===== src/rtl/nand_seq_pkg.sv =====
package nand_seq_pkg;

    typedef enum logic [1:0] {
        K_CMD  = 2'd0,
        K_ADDR = 2'd1,
        K_WR   = 2'd2,
        K_RD   = 2'd3
    } bus_kind_e;

    typedef enum logic [2:0] {
        OP_RD_PAGE   = 3'd0,
        OP_RD_JUMP   = 3'd1,
        OP_PG_LOAD   = 3'd2,
        OP_PG_JUMP   = 3'd3,
        OP_PG_COMMIT = 3'd4
    } seq_op_e;

    localparam logic [7:0] CMD_RD_OPEN   = 8'h00;
    localparam logic [7:0] CMD_RD_CONF   = 8'h30;
    localparam logic [7:0] CMD_RD_JUMP   = 8'h05;
    localparam logic [7:0] CMD_RD_JCONF  = 8'hE0;
    localparam logic [7:0] CMD_PG_OPEN   = 8'h80;
    localparam logic [7:0] CMD_PG_JUMP   = 8'h85;
    localparam logic [7:0] CMD_PG_CONF   = 8'h10;
    localparam logic [7:0] CMD_STATUS    = 8'h70;

endpackage


===== src/rtl/nand_bus_cycle.sv =====
module nand_bus_cycle
    import nand_seq_pkg::*;
#(
    parameter int WE_LOW  = 2,
    parameter int WE_HIGH = 2,
    parameter int RE_LOW  = 2,
    parameter int RE_HIGH = 1
) (
    input  logic       clk,
    input  logic       rst_n,
    input  logic       go,
    input  bus_kind_e  kind,
    input  logic [7:0] dat,
    output logic       done,
    output logic [7:0] rdata,
    output logic       cle,
    output logic       ale,
    output logic       we_n,
    output logic       re_n,
    output logic [7:0] dq_out,
    output logic       dq_oe,
    input  logic [7:0] dq_in
);
    localparam int MAX_A = (WE_LOW > WE_HIGH) ? WE_LOW : WE_HIGH;
    localparam int MAX_B = (RE_LOW > RE_HIGH) ? RE_LOW : RE_HIGH;
    localparam int MAXC  = (MAX_A > MAX_B) ? MAX_A : MAX_B;
    localparam int CW    = $clog2(MAXC + 1);

    typedef enum logic [1:0] {PH_IDLE, PH_LOW, PH_HIGH} ph_e;

    typedef struct packed {
        ph_e             ph;
        bus_kind_e       kind;
        logic [7:0]      dat;
        logic [CW-1:0]   cnt;
        logic [7:0]      rdata;
        logic            done;
    } eng_s;

    eng_s e_d, e_q;

    always_comb begin
        e_d      = e_q;
        e_d.done = 1'b0;
        unique case (e_q.ph)
            PH_IDLE: if (go) begin
                e_d.ph   = PH_LOW;
                e_d.kind = kind;
                e_d.dat  = dat;
                e_d.cnt  = (kind == K_RD) ? CW'(RE_LOW - 1) : CW'(WE_LOW - 1);
            end
            PH_LOW: begin
                if (e_q.cnt == '0) begin
                    if (e_q.kind == K_RD) e_d.rdata = dq_in;
                    e_d.ph  = PH_HIGH;
                    e_d.cnt = (e_q.kind == K_RD) ? CW'(RE_HIGH - 1) : CW'(WE_HIGH - 1);
                end else begin
                    e_d.cnt = e_q.cnt - 1'b1;
                end
            end
            PH_HIGH: begin
                if (e_q.cnt == '0) begin
                    e_d.ph   = PH_IDLE;
                    e_d.done = 1'b1;
                end else begin
                    e_d.cnt = e_q.cnt - 1'b1;
                end
            end
            default: e_d.ph = PH_IDLE;
        endcase
    end

    always_ff @(posedge clk or negedge rst_n) begin
        if (!rst_n) begin
            e_q <= '{ph: PH_IDLE, kind: K_CMD, dat: 8'h00, cnt: '0, rdata: 8'h00, done: 1'b0};
        end else begin
            e_q <= e_d;
        end
    end

    assign done   = e_q.done;
    assign rdata  = e_q.rdata;
    assign cle    = (e_q.ph != PH_IDLE) && (e_q.kind == K_CMD);
    assign ale    = (e_q.ph != PH_IDLE) && (e_q.kind == K_ADDR);
    assign we_n   = !((e_q.ph == PH_LOW) && (e_q.kind != K_RD));
    assign re_n   = !((e_q.ph == PH_LOW) && (e_q.kind == K_RD));
    assign dq_out = e_q.dat;
    assign dq_oe  = (e_q.ph != PH_IDLE) && (e_q.kind != K_RD);

    assert_strobe_excl_R8: assert property (@(posedge clk) disable iff (!rst_n)
        !(!we_n && !re_n));
    assert_latch_excl_R8: assert property (@(posedge clk) disable iff (!rst_n)
        !(cle && ale));
    assert_no_drive_on_read_R8: assert property (@(posedge clk) disable iff (!rst_n)
        !re_n |-> !dq_oe);
    assert_go_only_idle_R8: assert property (@(posedge clk) disable iff (!rst_n)
        (go && (e_q.ph != PH_IDLE)) |-> 1'b0);

endmodule


===== src/rtl/nand_seq.sv =====
module nand_seq
    import nand_seq_pkg::*;
#(
    parameter int PAGE_BYTES = 2112,
    parameter int COL_W      = 12,
    parameter int ROW_W      = 24,
    parameter int WE_LOW     = 2,
    parameter int WE_HIGH    = 2,
    parameter int RE_LOW     = 2,
    parameter int RE_HIGH    = 1,
    parameter int TWB_CYC    = 3
) (
    input  logic             clk,
    input  logic             rst_n,
    input  logic             req_valid,
    output logic             req_ready,
    input  logic [2:0]       req_op,
    input  logic [COL_W-1:0] req_col,
    input  logic [ROW_W-1:0] req_row,
    input  logic [COL_W-1:0] req_len,
    input  logic             wr_valid,
    output logic             wr_ready,
    input  logic [7:0]       wr_data,
    output logic             rd_valid,
    input  logic             rd_ready,
    output logic [7:0]       rd_data,
    output logic             op_done,
    output logic             op_fail,
    output logic             ce_n,
    output logic             cle,
    output logic             ale,
    output logic             we_n,
    output logic             re_n,
    input  logic             rb_n,
    output logic [7:0]       dq_out,
    output logic             dq_oe,
    input  logic [7:0]       dq_in
);
    localparam int GW = $clog2(TWB_CYC + 1);
    localparam logic [COL_W-1:0] PAGE_C = COL_W'(PAGE_BYTES);

    typedef enum logic [3:0] {
        S_IDLE, S_CMD1, S_ADDR, S_CMD2, S_GUARD, S_WAIT,
        S_XFER, S_RHOLD, S_STAT_CMD, S_STAT_RD, S_DONE
    } st_e;

    typedef struct packed {
        st_e             st;
        seq_op_e         op;
        logic [COL_W-1:0] col;
        logic [ROW_W-1:0] row;
        logic [COL_W-1:0] cnt;
        logic [2:0]      aidx;
        logic [GW-1:0]   gcnt;
        logic            sent;
        logic [7:0]      rdata;
        logic            fail;
    } seq_s;

    seq_s s_d, s_q;

    logic       go;
    bus_kind_e  go_kind;
    logic [7:0] go_dat;
    logic       eng_done;
    logic [7:0] eng_rdata;

    logic [2:0] n_addr;
    logic       is_read;
    logic [COL_W-1:0] avail;

    always_comb begin
        unique case (s_q.op)
            OP_RD_PAGE, OP_PG_LOAD: n_addr = 3'd5;
            OP_RD_JUMP, OP_PG_JUMP: n_addr = 3'd2;
            default:                n_addr = 3'd0;
        endcase
        is_read = (s_q.op == OP_RD_PAGE) || (s_q.op == OP_RD_JUMP);
        avail   = (req_col < PAGE_C) ? (PAGE_C - req_col) : '0;
    end

    always_comb begin
        s_d      = s_q;
        go       = 1'b0;
        go_kind  = K_CMD;
        go_dat   = 8'h00;
        wr_ready = 1'b0;

        unique case (s_q.st)
            S_IDLE: if (req_valid) begin
                s_d.st   = S_CMD1;
                s_d.op   = seq_op_e'(req_op);
                s_d.col  = req_col;
                s_d.row  = req_row;
                s_d.cnt  = (req_len > avail) ? avail : req_len;
                s_d.aidx = '0;
                s_d.sent = 1'b0;
                s_d.fail = 1'b0;
            end
            S_CMD1: begin
                go_kind = K_CMD;
                unique case (s_q.op)
                    OP_RD_PAGE: go_dat = CMD_RD_OPEN;
                    OP_RD_JUMP: go_dat = CMD_RD_JUMP;
                    OP_PG_LOAD: go_dat = CMD_PG_OPEN;
                    OP_PG_JUMP: go_dat = CMD_PG_JUMP;
                    default:    go_dat = CMD_PG_CONF;
                endcase
            end
            S_ADDR: begin
                go_kind = K_ADDR;
                unique case (s_q.aidx)
                    3'd0:    go_dat = s_q.col[7:0];
                    3'd1:    go_dat = 8'(s_q.col[COL_W-1:8]);
                    3'd2:    go_dat = s_q.row[7:0];
                    3'd3:    go_dat = s_q.row[15:8];
                    default: go_dat = s_q.row[23:16];
                endcase
            end
            S_CMD2: begin
                go_kind = K_CMD;
                go_dat  = (s_q.op == OP_RD_PAGE) ? CMD_RD_CONF : CMD_RD_JCONF;
            end
            S_GUARD: begin
                if (s_q.gcnt == '0) s_d.st = S_WAIT;
                else                s_d.gcnt = s_q.gcnt - 1'b1;
            end
            S_WAIT: if (rb_n) s_d.st = (s_q.op == OP_PG_COMMIT) ? S_STAT_CMD : S_XFER;
            S_XFER: begin
                go_kind = is_read ? K_RD : K_WR;
                go_dat  = wr_data;
                if (s_q.cnt == '0 && !s_q.sent) s_d.st = S_DONE;
                else if (!is_read) wr_ready = !s_q.sent && wr_valid && rb_n;
            end
            S_RHOLD: if (rd_ready) begin
                s_d.cnt = s_q.cnt - 1'b1;
                s_d.st  = S_XFER;
            end
            S_STAT_CMD: begin
                go_kind = K_CMD;
                go_dat  = CMD_STATUS;
            end
            S_STAT_RD: go_kind = K_RD;
            S_DONE:    s_d.st = S_IDLE;
            default:   s_d.st = S_IDLE;
        endcase

        // Launch one bus cycle per phase, only while the device is ready.
        if ((s_q.st inside {S_CMD1, S_ADDR, S_CMD2, S_STAT_CMD, S_STAT_RD} ||
             (s_q.st == S_XFER && s_q.cnt != '0)) && !s_q.sent && rb_n &&
            (s_q.st != S_XFER || is_read || wr_valid)) begin
            go       = 1'b1;
            s_d.sent = 1'b1;
        end

        if (eng_done) begin
            s_d.sent = 1'b0;
            unique case (s_q.st)
                S_CMD1: begin
                    if (n_addr != 3'd0)         s_d.st = S_ADDR;
                    else                        begin s_d.st = S_GUARD; s_d.gcnt = GW'(TWB_CYC); end
                end
                S_ADDR: begin
                    s_d.aidx = s_q.aidx + 1'b1;
                    if (s_q.aidx + 1'b1 == n_addr) s_d.st = is_read ? S_CMD2 : S_XFER;
                end
                S_CMD2: begin
                    if (s_q.op == OP_RD_PAGE) begin s_d.st = S_GUARD; s_d.gcnt = GW'(TWB_CYC); end
                    else                          s_d.st = S_XFER;
                end
                S_XFER: begin
                    if (is_read) begin
                        s_d.rdata = eng_rdata;
                        s_d.st    = S_RHOLD;
                    end else begin
                        s_d.cnt = s_q.cnt - 1'b1;
                    end
                end
                S_STAT_CMD: s_d.st = S_STAT_RD;
                S_STAT_RD: begin
                    s_d.fail = eng_rdata[0];
                    s_d.st   = S_DONE;
                end
                default: ;
            endcase
        end
    end

    always_ff @(posedge clk or negedge rst_n) begin
        if (!rst_n) begin
            s_q <= '{st: S_IDLE, op: OP_RD_PAGE, col: '0, row: '0, cnt: '0,
                     aidx: '0, gcnt: '0, sent: 1'b0, rdata: 8'h00, fail: 1'b0};
        end else begin
            s_q <= s_d;
        end
    end

    nand_bus_cycle #(
        .WE_LOW (WE_LOW),
        .WE_HIGH(WE_HIGH),
        .RE_LOW (RE_LOW),
        .RE_HIGH(RE_HIGH)
    ) u_bus (
        .clk   (clk),
        .rst_n (rst_n),
        .go    (go),
        .kind  (go_kind),
        .dat   (go_dat),
        .done  (eng_done),
        .rdata (eng_rdata),
        .cle   (cle),
        .ale   (ale),
        .we_n  (we_n),
        .re_n  (re_n),
        .dq_out(dq_out),
        .dq_oe (dq_oe),
        .dq_in (dq_in)
    );

    assign req_ready = (s_q.st == S_IDLE);
    assign rd_valid  = (s_q.st == S_RHOLD);
    assign rd_data   = s_q.rdata;
    assign op_done   = (s_q.st == S_DONE);
    assign op_fail   = (s_q.st == S_DONE) && s_q.fail;
    assign ce_n      = (s_q.st == S_IDLE);

    assert_gate_busy_R2: assert property (@(posedge clk) disable iff (!rst_n)
        go |-> rb_n);
    assert_hold_read_R10: assert property (@(posedge clk) disable iff (!rst_n)
        (rd_valid && !rd_ready) |=> (rd_valid && $stable(rd_data)));
    assert_busy_refuse_R11: assert property (@(posedge clk) disable iff (!rst_n)
        (req_valid && req_ready) |=> !req_ready);
    assert_done_pulse_R7: assert property (@(posedge clk) disable iff (!rst_n)
        op_done |=> !op_done);
    assert_fail_only_done_R7: assert property (@(posedge clk) disable iff (!rst_n)
        op_fail |-> op_done);

endmodule


===== config.mk =====
export PLATFORM = sky130hd
export DESIGN_NAME = nand_seq
export DESIGN_NICKNAME = d
export VERILOG_FILES = /design/src/rtl/nand_seq_pkg.sv /design/src/rtl/nand_bus_cycle.sv /design/src/rtl/nand_seq.sv
export SDC_FILE = /design/constraint.sdc
export NUM_CORES = 1
export LEC_CHECK = 0
export BUFFER_PORTS_ARGS = -buffer_cell sky130_fd_sc_hd__buf_2
export CORE_UTILIZATION = 55
export CTS_BUF_LIST = sky130_fd_sc_hd__clkbuf_4
export CTS_CLUSTER_DIAMETER = 100
export DETAILED_ROUTE_END_ITERATION = 10
export HOLD_SLACK_MARGIN = 0.03
export PLACE_DENSITY = 0.77
export SYNTH_ARGS = -nofsm -noshare
export SYNTH_HDL_FRONTEND = slang
export SYNTH_HIERARCHICAL = 1
export SYNTH_SLANG_ARGS = --single-unit

===== constraint.sdc =====
create_clock -name clk -period 7.47 [get_ports clk]
set_input_delay 1.1205 -clock clk [delete_from_list [all_inputs] [get_ports clk]]
set_output_delay 1.1205 -clock clk [all_outputs]
set_load 0.03 [all_outputs]

# After elaboration in Yosys (flattened, before gate mapping)
# Index checks and enable logic that the tools add are counted.
word_totals:
  register_bits: 93
  input_bits: 73
  output_inout_bits: 27
  wordCells: 153
op_classes:
  add_sub_neg: 5
  magnitude_cmp: 2
  n_eq_ne: 28
  muxes: 57
  n_reduce_logical: 45
ops:
  columns: ["op", "count"]
  rows:
  - ["one-hot mux 8 bit (4 select lines)", 2]
  - ["2-to-1 mux 12 bit", 5]
  - ["2-to-1 mux 58 bit", 1]
  - ["one-hot mux 4 bit (6 select lines)", 2]
  - ["one-hot mux 8 bit (5 select lines)", 1]
  - ["2-to-1 mux 4 bit", 8]
  - ["2-to-1 mux 27 bit", 1]
  - ["2-to-1 mux 8 bit", 3]
  - ["one-hot mux 12 bit (2 select lines)", 1]
  - ["2-to-1 mux 2 bit", 9]
  - ["one-hot mux 2 bit (3 select lines)", 3]
  - ["equality test 4 x 3 -> 1 bit, second input constant", 4]
  - ["2-to-1 mux 1 bit", 14]
  - ["2-to-1 mux 14 bit", 1]
  - ["logical AND 1 bit", 13]
  - ["equality test 3 x 2 -> 1 bit, second input constant", 4]
  - ["equality test 4 bit, second input constant", 3]
  - ["greater-than comparator 12 bit", 1]
  - ["zero test 12 bit", 1]
  - ["< comparator 12 bit, second input constant", 1]
  - ["2-to-1 mux 3 bit", 4]
  - ["AND reduction 3 bit", 4]
  - ["nonzero test 12 bit", 1]
  - ["nonzero test 3 bit", 4]
  - ["26 further kinds", 46]

# Depth between registers and ports, before layout
# Gate-level depths: netlist of run 1.
depth:
  word_depth: 9
  mapped_depth: 13
  mapped_depth_nobuf: 12

# Hierarchy
# Netlist of run 1, hierarchy kept.
by_module_without_submodules:
  columns: ["mod", "n_inst", "cells_each", "area_per_inst_um2", "seq_area_each_um2"]
  rows:
  - ["nand_seq", 1, 554, 4590.7, 1751.7]
  - ["nand_bus_cycle", 1, 101, 1223.7, 575.6]

# Worst setup path after synthesis of run 1
# Ideal clock, no wire load.
synth_timing:
  path_type: "input port to flip-flop"
  start: "input port req_col[8]"
  end: "register s_q[25] (netlist bit)"
  setup_ns: 0.075
  arrival_time_ns: 3.609
  required_time_ns: 7.395
  slack_ns: 3.787
  cell_stages: 9
  path_buffers: 0
  cell_sequence: "or3_4 -> or4_1 -> ha_1 -> nand4_1 -> or2_1 -> a21o_1 -> a31oi_4 -> mux2_2 -> o21ai_2"
synth_rtl:
  columns: ["element", "line_no", "source"]
  rows:
  - ["start, declared", "nand_seq.sv:18", "input logic [COL_W-1:0] req_col,"]
  - ["end signal, assigned", "nand_seq.sv:191", "s_q <= '{st: S_IDLE, op: OP_RD_PAGE, col: '0, row: '0, cnt: '0,"]
  - ["end, declared", "nand_seq.sv:60", "seq_s s_d, s_q;"]

==> results_dict.tcl, run 1 <==
set metrics [dict create \
    drc 0 \
    insertion_delay_ps 450 \
    die_area_sq_um 11000 \
    final_cell_mix "156 x nand2_1, 98 x buf_2, 93 x dfrtp_1" \
    max-clock-path-buffers 2 \
    cts_root_buf "clkbuf_4" \
    first_global_vias 4934 \
    ctsResizeCount 0 \
    avgRoutedWirePerCell_microns 16.5 \
    cts_inserted_buffers 9 \
    num_rows 37 \
    crit_arrival_ps 4200 \
    clock_skew_ps 21.9 \
    post_cts_buffers 0 \
    nNetsFinal 815 \
    holdCritPathClass "primary input to async pin" \
    gr-usage-all-layers_pct 27.0 \
    yosys_warnings 6 \
    grt_max_degree 87 \
    hold_viol 0 \
    p_per_area_nw_per_um2 345 \
    netlist_area_sq_um 5810 \
    place_congestion 0.874 \
    async_reset_ff_share_pct 100 \
    htree_num_levels 3 \
    max_cap_violations 0 \
    via_per_inst 5.90 \
    die_w_microns 105 \
    syn2layout_area_growth_pct 8.54 \
    clock.fmax_mhz 261 \
    io_buffers 99 \
    clk_pin_slew_ps 130 \
    post-place-cells 840 \
    slew_headroom_pct 27.0 \
    cp.required_ps 7840 \
    critical_path_class "primary input to flop" \
    core_area_sq_um 10300 \
    cts_tree "done" \
    slew_violations 0 \
    die_y_microns 105 \
    layoutNonFillerInstCount 856 \
    syn_area_per_cell_sq_um 8.88 \
    diodes 0 \
    synth_seq_area_share_pct 40.0 \
    peakVddDrop_uv 150 \
    vias 5053 \
    startpoint_type "primary input" \
    start_util_pct 56.6 \
    drive_above_1_share_pct 22.9 \
    holdBufCountCts 0 \
    fin_setup_tns_ps 0 \
    crit_path_max_fanout 19 \
    ant_nets 0 \
    cts.sinks 93 \
    ys.flop_type "dfrtp_1" \
    ios 100 \
    p_leak_nw 3.00 \
    synth_edf_count 0 \
    worst_pin_slew_ps 1100 \
    final_common_cell "nand2_1" \
    place_hpwl_microns 10600 \
    period_share_pct 51.3 \
    syn_inst 655 \
    first_pass_iters 6 \
    rsz0062_at_grt "false" \
    synth-seq-cells 93 \
    grt_antenna_before_repair 1 \
    outcome "finished clean" \
    grt_pass1_wl_microns 23800 \
    drt_iter0_markers 383 \
    wl_microns 14100 \
    fin_crit_ps 3830 \
    yosysUniqueCellTypes 74 \
    worstSetupEndpointType "flop" \
    grt_remaining_overflow 0 \
    syn-num-nets 755 \
    setup_viol 0 \
]
-- cell families after synthesis --
family	synth area share, %
AOI/OAI and AO/OA	15.6
muxes	7.12
and+or+nand+nor	23.5
xor gates and xnor gates	1.05
DFF	40.0
adders and majority gates	5.81
buffers and inverters	6.91
-- flip-flops by register name, summed over array words and instances (netlist names) --
name	flops
u_bus/e_q	6
s_q	62
rd_data	8
u_bus/rdata	8
u_bus/dq_out	8
u_bus/done	1
-- routing by layer --
metal  track usage [%]  part of all wire [%]  vias up
met5                 0                     0        -
met4              8.25                   1.4        0
met3              5.43                   5.8       17
met2              43.5                    47      191
met1              36.7                    45     2426
li1                  -                     -     2419
-- cell type report --
type	count	area, sq um
flip-flops and latches	93	2330
clock inverters	7	56.3
well taps	136	170
clock buffers	9	67.6
multi-input cells	486	3090
inverters	24	90.1
fillers	949	3970
repair buffers	101	513
-- cells in the mapped netlist (4+ instances only) --
master	instances	area (sq um)
a21oi_1	24	120
a222oi_1	8	80.1
a22oi_1	5	37.5
a31oi_1	4	25.0
buf_1	4	15.0
buf_2	12	60.1
buf_4	27	203
clkbuf_1	9	33.8
dfrtp_1	93	2330
ha_1	27	338
inv_1	24	90.1
mux2_2	30	338
mux2i_1	5	50.1
nand2_1	156	586
nand2b_1	12	75.1
nand3_1	12	60.1
nand4_1	8	50.1
nor2_1	38	143
nor2b_1	9	56.3
nor3_1	14	70.1
nor4_1	5	31.3
o211ai_1	11	82.6
o21ai_0	23	115
o22ai_1	4	25.0
or3_1	4	25.0
xnor2_1	4	35.0
-- path summary, 6_finish.rpt --
path / from / to / slack [ps] / depth (start not counted)
setup / recovery: req_col[8] / s_q[21] / 3640 / 11
max in group asynchronous: rst_n / s_q[22] / 5710 / 2
min in group clk: s_q[50] / s_q[50] / 500 / 2
setup reg to reg: s_q[15] / u_bus/e_q[22] / 4490 / 10
hold / removal: rst_n / s_q[16] / 480 / 1
hold reg to reg: s_q[50] / s_q[50] / 500 / 2
-- critical path, stage by stage --
cell,delay [ps]
buf_2,130
or3_4,410
o31ai_4,420
o21ai_0,240
ha_1,350
nand4_1,80
or2_1,250
a21o_1,200
a31oi_4,490
mux2_2,400
o21ai_1,100
-- stage by stage --
stage	power (mW)	worst slack (ps)	util [%]	hold slack [ps]	instance area, sq um
2_1_floorplan	1.70	3790	-	441	5810
3_3_place_gp	1.87	3240	60.2	456	6190
3_5_place_dp	1.92	3170	60.2	461	6190
4_1_cts	2.17	3650	61.4	462	6310
5_1_grt	2.35	3450	61.4	439	6310
6_report	2.17	3640	61.4	476	6310
-- report_power, final --
part	switching, mW	internal [mW]	total [mW]
Clock	0.185	0.0726	0.257
Combinational	0.593	0.406	0.999
Sequential	0.213	0.705	0.918
Total	0.991	1.18	2.17
(Power assumes the default switching activity.)
==> inputs of run 2 (changes only) <==
- clock period: 7.47 -> 3.9 ns (I/O delays scaled with it)
==> run 2 against run 1 <==
Effect of this change:
- register-to-register slack got worse by 3600 ps
- sequential power increased by 91%
- wire length decreased by 1.6%
- clock power increased by 120%
- non-clock buffer count increased by 5
- clock skew about the same
- global-route usage decreased by 0.47 points
- critical path depth increased by 3
- die area unchanged
- sequential cell count unchanged
- critical path type unchanged
==> results_dict.tcl, run 2 (synthesis results as in run 1) <==
set metrics [dict create \
    outcome "finished clean" \
    vias 5024 \
    num_rows 37 \
    ant_nets 0 \
    grt_max_degree 83 \
    diodes 0 \
    fin_setup_tns_ps 0 \
    nNetsFinal 820 \
    drt_iter0_markers 404 \
    max_cap_violations 0 \
    seqPwrFrac_pct 41.3 \
    htree_num_levels 3 \
    crit_path_max_fanout 14 \
    p_leak_nw 3.04 \
    fin_util_pct 62.0 \
    clock.fmax_mhz 303 \
    swShare_pct 44.7 \
    reg2reg_to "u_bus/e_q[20]" \
    worst_pin_slew_ps 1040 \
    core_area_sq_um 10300 \
    cts_tree "done" \
    avgRoutedWirePerCell_microns 16.1 \
    regMostFlops "s_q" \
    first_pass_iters 6 \
    drc 0 \
    via_per_inst 5.84 \
    fin_crit_ps 3300 \
    peakVddDrop_uv 361 \
    cts_root_buf "clkbuf_4" \
    crit_arrival_ps 3620 \
    start_util_pct 56.6 \
    period_share_pct 84.7 \
    final_common_cell "nand2_1" \
    grt_antenna_before_repair 1 \
    r2r_start "s_q[15]" \
    drive_above_1_share_pct 23.4 \
    clock_skew_ps 21.9 \
    internal-power_mw 2.34 \
    clk_pin_slew_ps 130 \
    slew_headroom_pct 30.7 \
    clock_power_share_pct 13.1 \
    insertion_delay_ps 450 \
    setup_viol 0 \
    rsz0062_at_grt "false" \
    ctsResizeCount 0 \
    grt_pass1_wl_microns 23200 \
    power_switching_mw 1.89 \
    largest_register_ffs 62 \
    comb_power_share_pct 45.5 \
    wl_microns 13900 \
    slew_violations 0 \
    r2r_setup_slack_ps 940 \
    die_y_microns 105 \
    grt_remaining_overflow 0 \
    hold_viol 0 \
    critical_path_class "primary input to flop" \
    dp_slack_ps 163 \
    post-place-cells 845 \
    place_congestion 0.889 \
    holdCritPathClass "primary input to async pin" \
    worstSetupEndpointType "flop" \
    final_cell_mix "156 x nand2_1, 98 x buf_2, 93 x dfrtp_1" \
    startpoint_type "primary input" \
    die_area_sq_um 11000 \
    cts_inserted_buffers 9 \
    place_hpwl_microns 10600 \
    setup_ws_ps 596 \
    layoutNonFillerInstCount 861 \
    post_cts_buffers 0 \
    p_per_area_nw_per_um2 664 \
    holdBufCountCts 0 \
    cts.sinks 93 \
    gr-usage-all-layers_pct 26.5 \
    ios 100 \
    finalPower_mw 4.23 \
    reg2reg_depth 9 \
    cp.required_ps 4210 \
    first_global_vias 4751 \
    die_w_microns 105 \
    syn2layout_area_growth_pct 9.58 \
    io_buffers 99 \
    max-clock-path-buffers 2 \
]
run 2: cell types whose count changed in the layout (fill, tap and decap cells not counted):
cell        previous run  this run
inv_6                  2         3
buf_4                  3         8
clkinvlp_4             2         1
bufinv_16              0         1
clkinv_4               1         0
run 2: per-layer routing:
metal	global-route usage [%]	vias to the layer above	wire, microns
met4	7.85	0	203
met2	42.8	188	6500
met1	36.4	2387	6390
met5	0	-	0
met3	4.87	22	809
li1	-	2427	-
run 2: area by class of cell:
class / count / area [sq um]
clock buffer: 9 / 67.6
clock inverter: 7 / 78.8
fill: 924 / 3910
inverter: 24 / 90.1
multi-input combinational: 486 / 3090
sequential: 93 / 2330
tap: 136 / 170
timing repair buffer: 106 / 551
run 2: worst max-delay path by stage:
stage / from / depth (start not counted) / slack (ps) / endpoint
floorplan: req_col[8] / 9 / 750 / s_q[25]
global placement: req_col[0] / 14 / 300 / s_q[22]
detailed placement: req_col[0] / 14 / 160 / s_q[22]
CTS: req_col[0] / 14 / 640 / s_q[22]
global route: req_col[0] / 14 / 400 / s_q[22]
finish: req_col[0] / 14 / 600 / s_q[22]
run 2: power groups by stage:
stage                     clock, mW  sequential (mW)  combinational (mW)
after global routing          0.611             1.80                2.15
after floorplan                   0             1.57                1.68
after global placement            0             1.74                1.86
after CTS                     0.567             1.73                1.92
final                         0.555             1.75                1.93
after detailed placement          0             1.75                1.91
run 2: metrics by stage:
stage                     hold slack (ps)  instance area, sq um
after floorplan                       289                  5810
after global placement                456                  6220
after detailed placement              461                  6220
after CTS                             289                  6370
after global routing                  267                  6370
final                                 269                  6370
run 2: critical path, cell delays in order:
cell,delay [ps]
buf_2,140
inv_1,70
ha_1,270
a21boi_2,230
nor3_1,60
or3b_1,380
ha_1,330
nand4_1,130
or2_1,280
a21o_1,200
a31oi_4,410
buf_4,220
mux2i_1,220
o21ai_0,90
